[config.mk]
export PLATFORM = sky130hd
export DESIGN_NAME = tdc_ref_sub
export DESIGN_NICKNAME = d
export VERILOG_FILES = /design/src/rtl/tdc_ref_pkg.sv /design/src/rtl/tdc_hit_buffer.sv /design/src/rtl/tdc_ref_tracker.sv /design/src/rtl/tdc_ref_sub.sv
export SDC_FILE = /design/constraint.sdc
export NUM_CORES = 1
export LEC_CHECK = 0
export BUFFER_PORTS_ARGS = -buffer_cell sky130_fd_sc_hd__buf_2
export CORE_MARGIN = 3
export CORE_UTILIZATION = 30
export CTS_CLUSTER_DIAMETER = 50
export DETAILED_ROUTE_END_ITERATION = 7
export PLACE_DENSITY = 0.55
export REMOVE_ABC_BUFFERS = 1
export SLEW_MARGIN = 20
export SYNTH_ARGS = -nofsm -noshare
export SYNTH_HDL_FRONTEND = slang
export SYNTH_SLANG_ARGS = --single-unit
export TNS_END_PERCENT = 30
[constraint.sdc]
create_clock -name clk -period 3.25 [get_ports clk]
set_input_delay 0 -clock clk [delete_from_list [all_inputs] [get_ports clk]]
set_output_delay 0 -clock clk [all_outputs]
set_load 0.005 [all_outputs]
[src/rtl/tdc_ref_pkg.sv]
package tdc_ref_pkg;

    localparam int DEF_CHAN_W = 5;
    localparam int DEF_TIME_W = 19;
    localparam int DEF_DEPTH  = 16;

    typedef enum logic [2:0] {
        ST_WAIT,
        ST_COLLECT,
        ST_HEAD,
        ST_BODY,
        ST_TAIL
    } seq_state_e;

    // True when a (lower) candidate should replace the held reference time.
    function automatic logic earlier_ref(input logic found, input logic lower);
        return !found || lower;
    endfunction

endpackage

[src/rtl/tdc_hit_buffer.sv]
module tdc_hit_buffer #(
    parameter int CHAN_W = 5,
    parameter int TIME_W = 19,
    parameter int DEPTH  = 16,
    localparam int IDX_W = $clog2(DEPTH)
) (
    input  logic              clk,
    input  logic              wr_en,
    input  logic [IDX_W-1:0]  wr_idx,
    input  logic [CHAN_W-1:0] wr_chan,
    input  logic [TIME_W-1:0] wr_time,
    input  logic [IDX_W-1:0]  rd_idx,
    output logic [CHAN_W-1:0] rd_chan,
    output logic [TIME_W-1:0] rd_time
);

    typedef struct packed {
        logic [CHAN_W-1:0] chan;
        logic [TIME_W-1:0] tval;
    } slot_t;

    slot_t store [DEPTH];

    always_ff @(posedge clk) begin
        if (wr_en) begin
            store[wr_idx] <= '{chan: wr_chan, tval: wr_time};
        end
    end

    always_comb begin
        rd_chan = store[rd_idx].chan;
        rd_time = store[rd_idx].tval;
    end

endmodule

[src/rtl/tdc_ref_tracker.sv]
module tdc_ref_tracker
    import tdc_ref_pkg::*;
#(
    parameter int CHAN_W = 5,
    parameter int TIME_W = 19
) (
    input  logic              clk,
    input  logic              rst,
    input  logic              clear,
    input  logic [CHAN_W-1:0] sel_chan,
    input  logic              hit_en,
    input  logic [CHAN_W-1:0] hit_chan,
    input  logic [TIME_W-1:0] hit_time,
    output logic              is_ref,
    output logic              found,
    output logic [TIME_W-1:0] ref_time
);

    assign is_ref = (hit_chan == sel_chan);

    always_ff @(posedge clk) begin
        if (rst || clear) begin
            found    <= 1'b0;
            ref_time <= '0;
        end else if (hit_en && is_ref && earlier_ref(found, hit_time < ref_time)) begin
            found    <= 1'b1;
            ref_time <= hit_time;
        end
    end

endmodule

[src/rtl/tdc_ref_sub.sv]
module tdc_ref_sub
    import tdc_ref_pkg::*;
#(
    parameter int CHAN_W = DEF_CHAN_W,
    parameter int TIME_W = DEF_TIME_W,
    parameter int DEPTH  = DEF_DEPTH,
    localparam int IDX_W = $clog2(DEPTH),
    localparam int CNT_W = $clog2(DEPTH + 1),
    localparam int OUT_W = TIME_W + 1
) (
    input  logic                    clk,
    input  logic                    rst,
    input  logic [CHAN_W-1:0]       cfg_ref_chan,
    input  logic                    in_valid,
    input  logic                    in_start,
    input  logic                    in_end,
    input  logic [CHAN_W-1:0]       in_chan,
    input  logic [TIME_W-1:0]       in_time,
    output logic                    in_ready,
    output logic                    out_valid,
    output logic                    out_start,
    output logic                    out_end,
    output logic [CHAN_W-1:0]       out_chan,
    output logic signed [OUT_W-1:0] out_time,
    output logic                    out_err
);

    seq_state_e        state_q;
    logic [CNT_W-1:0]  fill_q;
    logic [IDX_W-1:0]  rd_q;
    logic [CHAN_W-1:0] sel_q;

    logic              take;
    logic              open_evt;
    logic              close_evt;
    logic              hit_take;
    logic              is_ref;
    logic              found;
    logic [TIME_W-1:0] ref_time;
    logic              wr_en;
    logic [CHAN_W-1:0] rd_chan;
    logic [TIME_W-1:0] rd_time;
    logic              last_rd;

    assign in_ready  = (state_q == ST_WAIT) || (state_q == ST_COLLECT);
    assign take      = in_valid && in_ready;
    assign open_evt  = take && in_start;
    assign close_evt = take && !in_start && in_end && (state_q == ST_COLLECT);
    assign hit_take  = take && !in_start && !in_end && (state_q == ST_COLLECT);
    assign wr_en     = hit_take && !is_ref && (fill_q < CNT_W'(DEPTH));
    assign last_rd   = (CNT_W'(rd_q) + CNT_W'(1)) == fill_q;

    tdc_ref_tracker #(.CHAN_W(CHAN_W), .TIME_W(TIME_W)) u_track (
        .clk      (clk),
        .rst      (rst),
        .clear    (open_evt),
        .sel_chan (sel_q),
        .hit_en   (hit_take),
        .hit_chan (in_chan),
        .hit_time (in_time),
        .is_ref   (is_ref),
        .found    (found),
        .ref_time (ref_time)
    );

    tdc_hit_buffer #(.CHAN_W(CHAN_W), .TIME_W(TIME_W), .DEPTH(DEPTH)) u_buf (
        .clk     (clk),
        .wr_en   (wr_en),
        .wr_idx  (fill_q[IDX_W-1:0]),
        .wr_chan (in_chan),
        .wr_time (in_time),
        .rd_idx  (rd_q),
        .rd_chan (rd_chan),
        .rd_time (rd_time)
    );

    always_ff @(posedge clk) begin
        if (rst) begin
            state_q <= ST_WAIT;
            fill_q  <= '0;
            rd_q    <= '0;
            sel_q   <= '0;
        end else begin
            unique case (state_q)
                ST_WAIT, ST_COLLECT: begin
                    if (open_evt) begin
                        state_q <= ST_COLLECT;
                        fill_q  <= '0;
                        sel_q   <= cfg_ref_chan;
                    end else if (close_evt) begin
                        state_q <= ST_HEAD;
                    end else if (wr_en) begin
                        fill_q <= fill_q + CNT_W'(1);
                    end
                end
                ST_HEAD: begin
                    rd_q    <= '0;
                    state_q <= (fill_q == '0) ? ST_TAIL : ST_BODY;
                end
                ST_BODY: begin
                    if (last_rd) begin
                        state_q <= ST_TAIL;
                    end else begin
                        rd_q <= rd_q + IDX_W'(1);
                    end
                end
                ST_TAIL: state_q <= ST_WAIT;
                default: state_q <= ST_WAIT;
            endcase
        end
    end

    always_comb begin
        out_valid = (state_q == ST_HEAD) || (state_q == ST_BODY) || (state_q == ST_TAIL);
        out_start = (state_q == ST_HEAD);
        out_end   = (state_q == ST_TAIL);
        out_err   = out_valid && !found;
        out_chan  = '0;
        out_time  = '0;
        if (state_q == ST_BODY) begin
            out_chan = rd_chan;
            if (found) begin
                out_time = $signed({1'b0, rd_time}) - $signed({1'b0, ref_time});
            end else begin
                out_time = $signed({1'b0, rd_time});
            end
        end
    end

endmodule

==> results_dict.tcl <==
set metrics [dict create \
    outcome "finished, violations left" \
    violations "negative setup slack" \
    synth_simple_gate_area_share_pct 5.348 \
    min_from "in_chan[2]" \
    cap_violations 0 \
    placementRows 89 \
    clk_pin_slew_ps 60 \
    cts_buffers 48 \
    grt_max_degree 41 \
    setup.worst_path.start_class "flop" \
    synthToLayoutAreaGrowth_pct 29.43 \
    yosysSeqAreaShare_pct 68.30 \
    critPathArrivalTime_ps 4130 \
    final_util_pct 39.44 \
    dp_hpwl_mm 30.92 \
    io_pins 64 \
    clockRootBuffer "clkbuf_16" \
    via_count 10530 \
    synth_top_family_by_area "multiplexers" \
    r2r_start "state_q[2]" \
    fin_tns_setup_ps -13100 \
    regArea_mm2 0.01236 \
    grt_usage_pct 15.67 \
    drive_above_1_share_pct 38.07 \
    fp.dieW_um 251.5 \
    cts_num_sinks 425 \
    ant_nets 0 \
    worstHoldPathType "in -> reg" \
    crit_path_end_kind "primary output" \
    synthMuxAreaShare_pct 16.17 \
    via_per_inst 5.017 \
    cts_max_level 2 \
    synth_area_leader_cell "edfxtp_1" \
    port-buffer-count 63 \
    slew_viol_final 0 \
    critPathKind "reg -> out" \
    critPathRequiredTime_ps 3250 \
    finalCritPeriodShare_pct 127.0 \
    antenna_found_initial 2 \
    clock_skew_ps 24.25 \
    power_mw 11.97 \
    synth_xor_area_share_pct 0.8717 \
    grt-ovfl-total 0 \
    hold_violations 0 \
    yosysWarnings 0 \
    finalSetupViolations 19 \
    die_h_um 251.5 \
    placeableCoreArea_mm2 0.05935 \
    start_util_pct 30.47 \
    worstSkewPairLatency_ps 580 \
    max_freq_mhz 242.2 \
    gp_congestion 0.8681 \
    fillers 5338 \
    ys.flop_type "edfxtp_1" \
    final_nets 1362 \
    tightest_slew_ps 854.2 \
    grt_pass1_wl_mm 73.33 \
    path_max_fanout 7 \
    synth_seq_cells 425 \
    cts_buffer_depth 3 \
    fin_ws_ps -878.9 \
    leakagePower_nw 7.618 \
    synth_compound_area_share_pct 4.200 \
    die_area_mm2 0.06326 \
    ys_types 55 \
    synth_cells 1030 \
    peakVddDrop_v 0.0003546 \
    rsz0062_at_grt "yes" \
    synthArstFlopShare_pct 0 \
    drtPass1Iterations 5 \
    remaining_drc_errors 0 \
    grt_pass1_vias 11020 \
    ys_top_cells_by_area "edfxtp_1, mux4_2, dfxtp_1" \
    yosys.area.top_type_share_pct 63.76 \
    multi_input_area_mm2 0.005971 \
    relSlewSlack_pct 42.84 \
    initialDrtViolationCount 837 \
    totalWireLength_mm 49.17 \
    wl_per_cell_um 23.44 \
    synth.avg_cell_area_um2 17.56 \
    synthesis.area_mm2 0.01808 \
    synth_edf_count 384 \
    cts_tree "done" \
    synthAdderAreaFrac_pct 3.086 \
    power.density_mw_per_mm2 511.4 \
    min_period_ps 4129 \
]
==> final timing paths <==
check | to | slack (ps) | cells after the start
max | out_time[17] | -880 | 14
min | u_buf.store[11][21] | 360 | 2
max reg2reg | u_buf.store[9][3] | 800 | 6
min reg2reg | u_track.ref_time[7] | 460 | 2
==> worst max-delay path, cell delays in order (launching register included) <==
cell      delay (ps)
dfxtp_4          440
buf_12           170
buf_12           110
mux4_2           490
mux4_2           540
buf_6            150
ha_4             250
nor2b_4          130
o211ai_1         100
buf_4            160
a21oi_4          160
a22oi_2          100
or4_1            420
o211ai_1         160
buf_2            180
==> cell usage in the layout, fill, tap and decap left out, types with 9 or more instances in the layout <==
master         netlist  routed
nand2_1             93      92
ha_4                 0      15
nand3_1             19      17
o211ai_1            10      10
a21oi_2              0      13
clkbuf_16            0      49
buf_2                8      61
a21oi_1             41      25
nor2_4               0      13
buf_4                1     111
dfxtp_1             41      38
mux2i_1             21      21
clkbuf_1            33      15
ha_1                43      28
dlygate4sd3_1        0      38
nor2_1              32      15
mux4_2             120     120
edfxtp_1           384     384
inv_1               27      25
buf_12               0      31
a21o_1               9       9
==> state kept, by name, indices dropped and copies added (netlist names), named ones only <==
name              count
fill_q                5
rd_q                  4
sel_q                 5
state_q               3
u_buf.store         384
u_track.found         1
u_track.ref_time     19
==> synthesized netlist by cell type, types with 9 or more instances <==
| master | n |
|---|---|
| edfxtp_1 | 384 |
| dfxtp_1 | 41 |
| nand3_1 | 19 |
| mux4_2 | 120 |
| o211ai_1 | 10 |
| a21oi_1 | 41 |
| nand2_1 | 93 |
| o21ai_0 | 11 |
| clkbuf_1 | 33 |
| nor2_1 | 32 |
| a21o_1 | 9 |
| inv_1 | 27 |
| nor3_1 | 12 |
| mux2i_1 | 21 |
| ha_1 | 43 |
| xnor2_1 | 10 |
==> area by class of cell <==
type,count,area share [%]
diodes,1,0.01069
clock buffers,67,5.655
clock inverters,23,1.208
inverters,27,0.4330
multi-input cells,527,25.51
flip-flops and latches,425,52.81
well taps,773,4.132
repair buffers,255,10.25
==> per-stage QoR <==
step / setup slack (ps) / instance area [µm²] / instances / hold slack (ps)
6_report: -878.9 / 23410 / 2098 / 363.0
5_1_grt: -1081 / 23410 / 2098 / 384.9
4_1_cts: -942.7 / 23310 / 2092 / 335.4
3_5_place_dp: -667.6 / 20530 / 1945 / 255.7
3_3_place_gp: -672.6 / 20530 / 1945 / 246.5
2_1_floorplan: -3423 / 17820 / 979 / 69.07
==> layer usage <==
metal	vias up	share of wire [%]	track usage (%)
met5	-	0.026	0
met4	2	1.9	3.398
met3	73	5.7	2.773
met2	292	48	25.80
met1	5502	44	21.87
li1	4656	-	-
==> cell families after synthesis <==
logic type / Yosys count
flip-flops: 425
AND/OR/NAND/NOR: 207
multiplexers: 142
AO/OA/AOI/OAI: 116
buffers and inverters: 78
adder cells (fa/ha/maj): 44
XOR/XNOR: 18
==> power breakdown <==
group	total (mW)	internal [mW]	switching, mW
Clock	5.48	3.28	2.21
Combinational	0.521	0.237	0.284
Sequential	5.97	5.96	0.00820
==> repair_timing <==
item / 4_1_cts / 5_1_grt
pin swaps: 42 / 9
resized for setup: 96 / 12
setup buffers: 15 / 6
cloned: 5 / 0
hold buffers: 38 / 0
endpoints found under the hold margin: 423 / 0
endpoints found under the setup margin: 22 / 19
(Power assumes the default switching activity.)
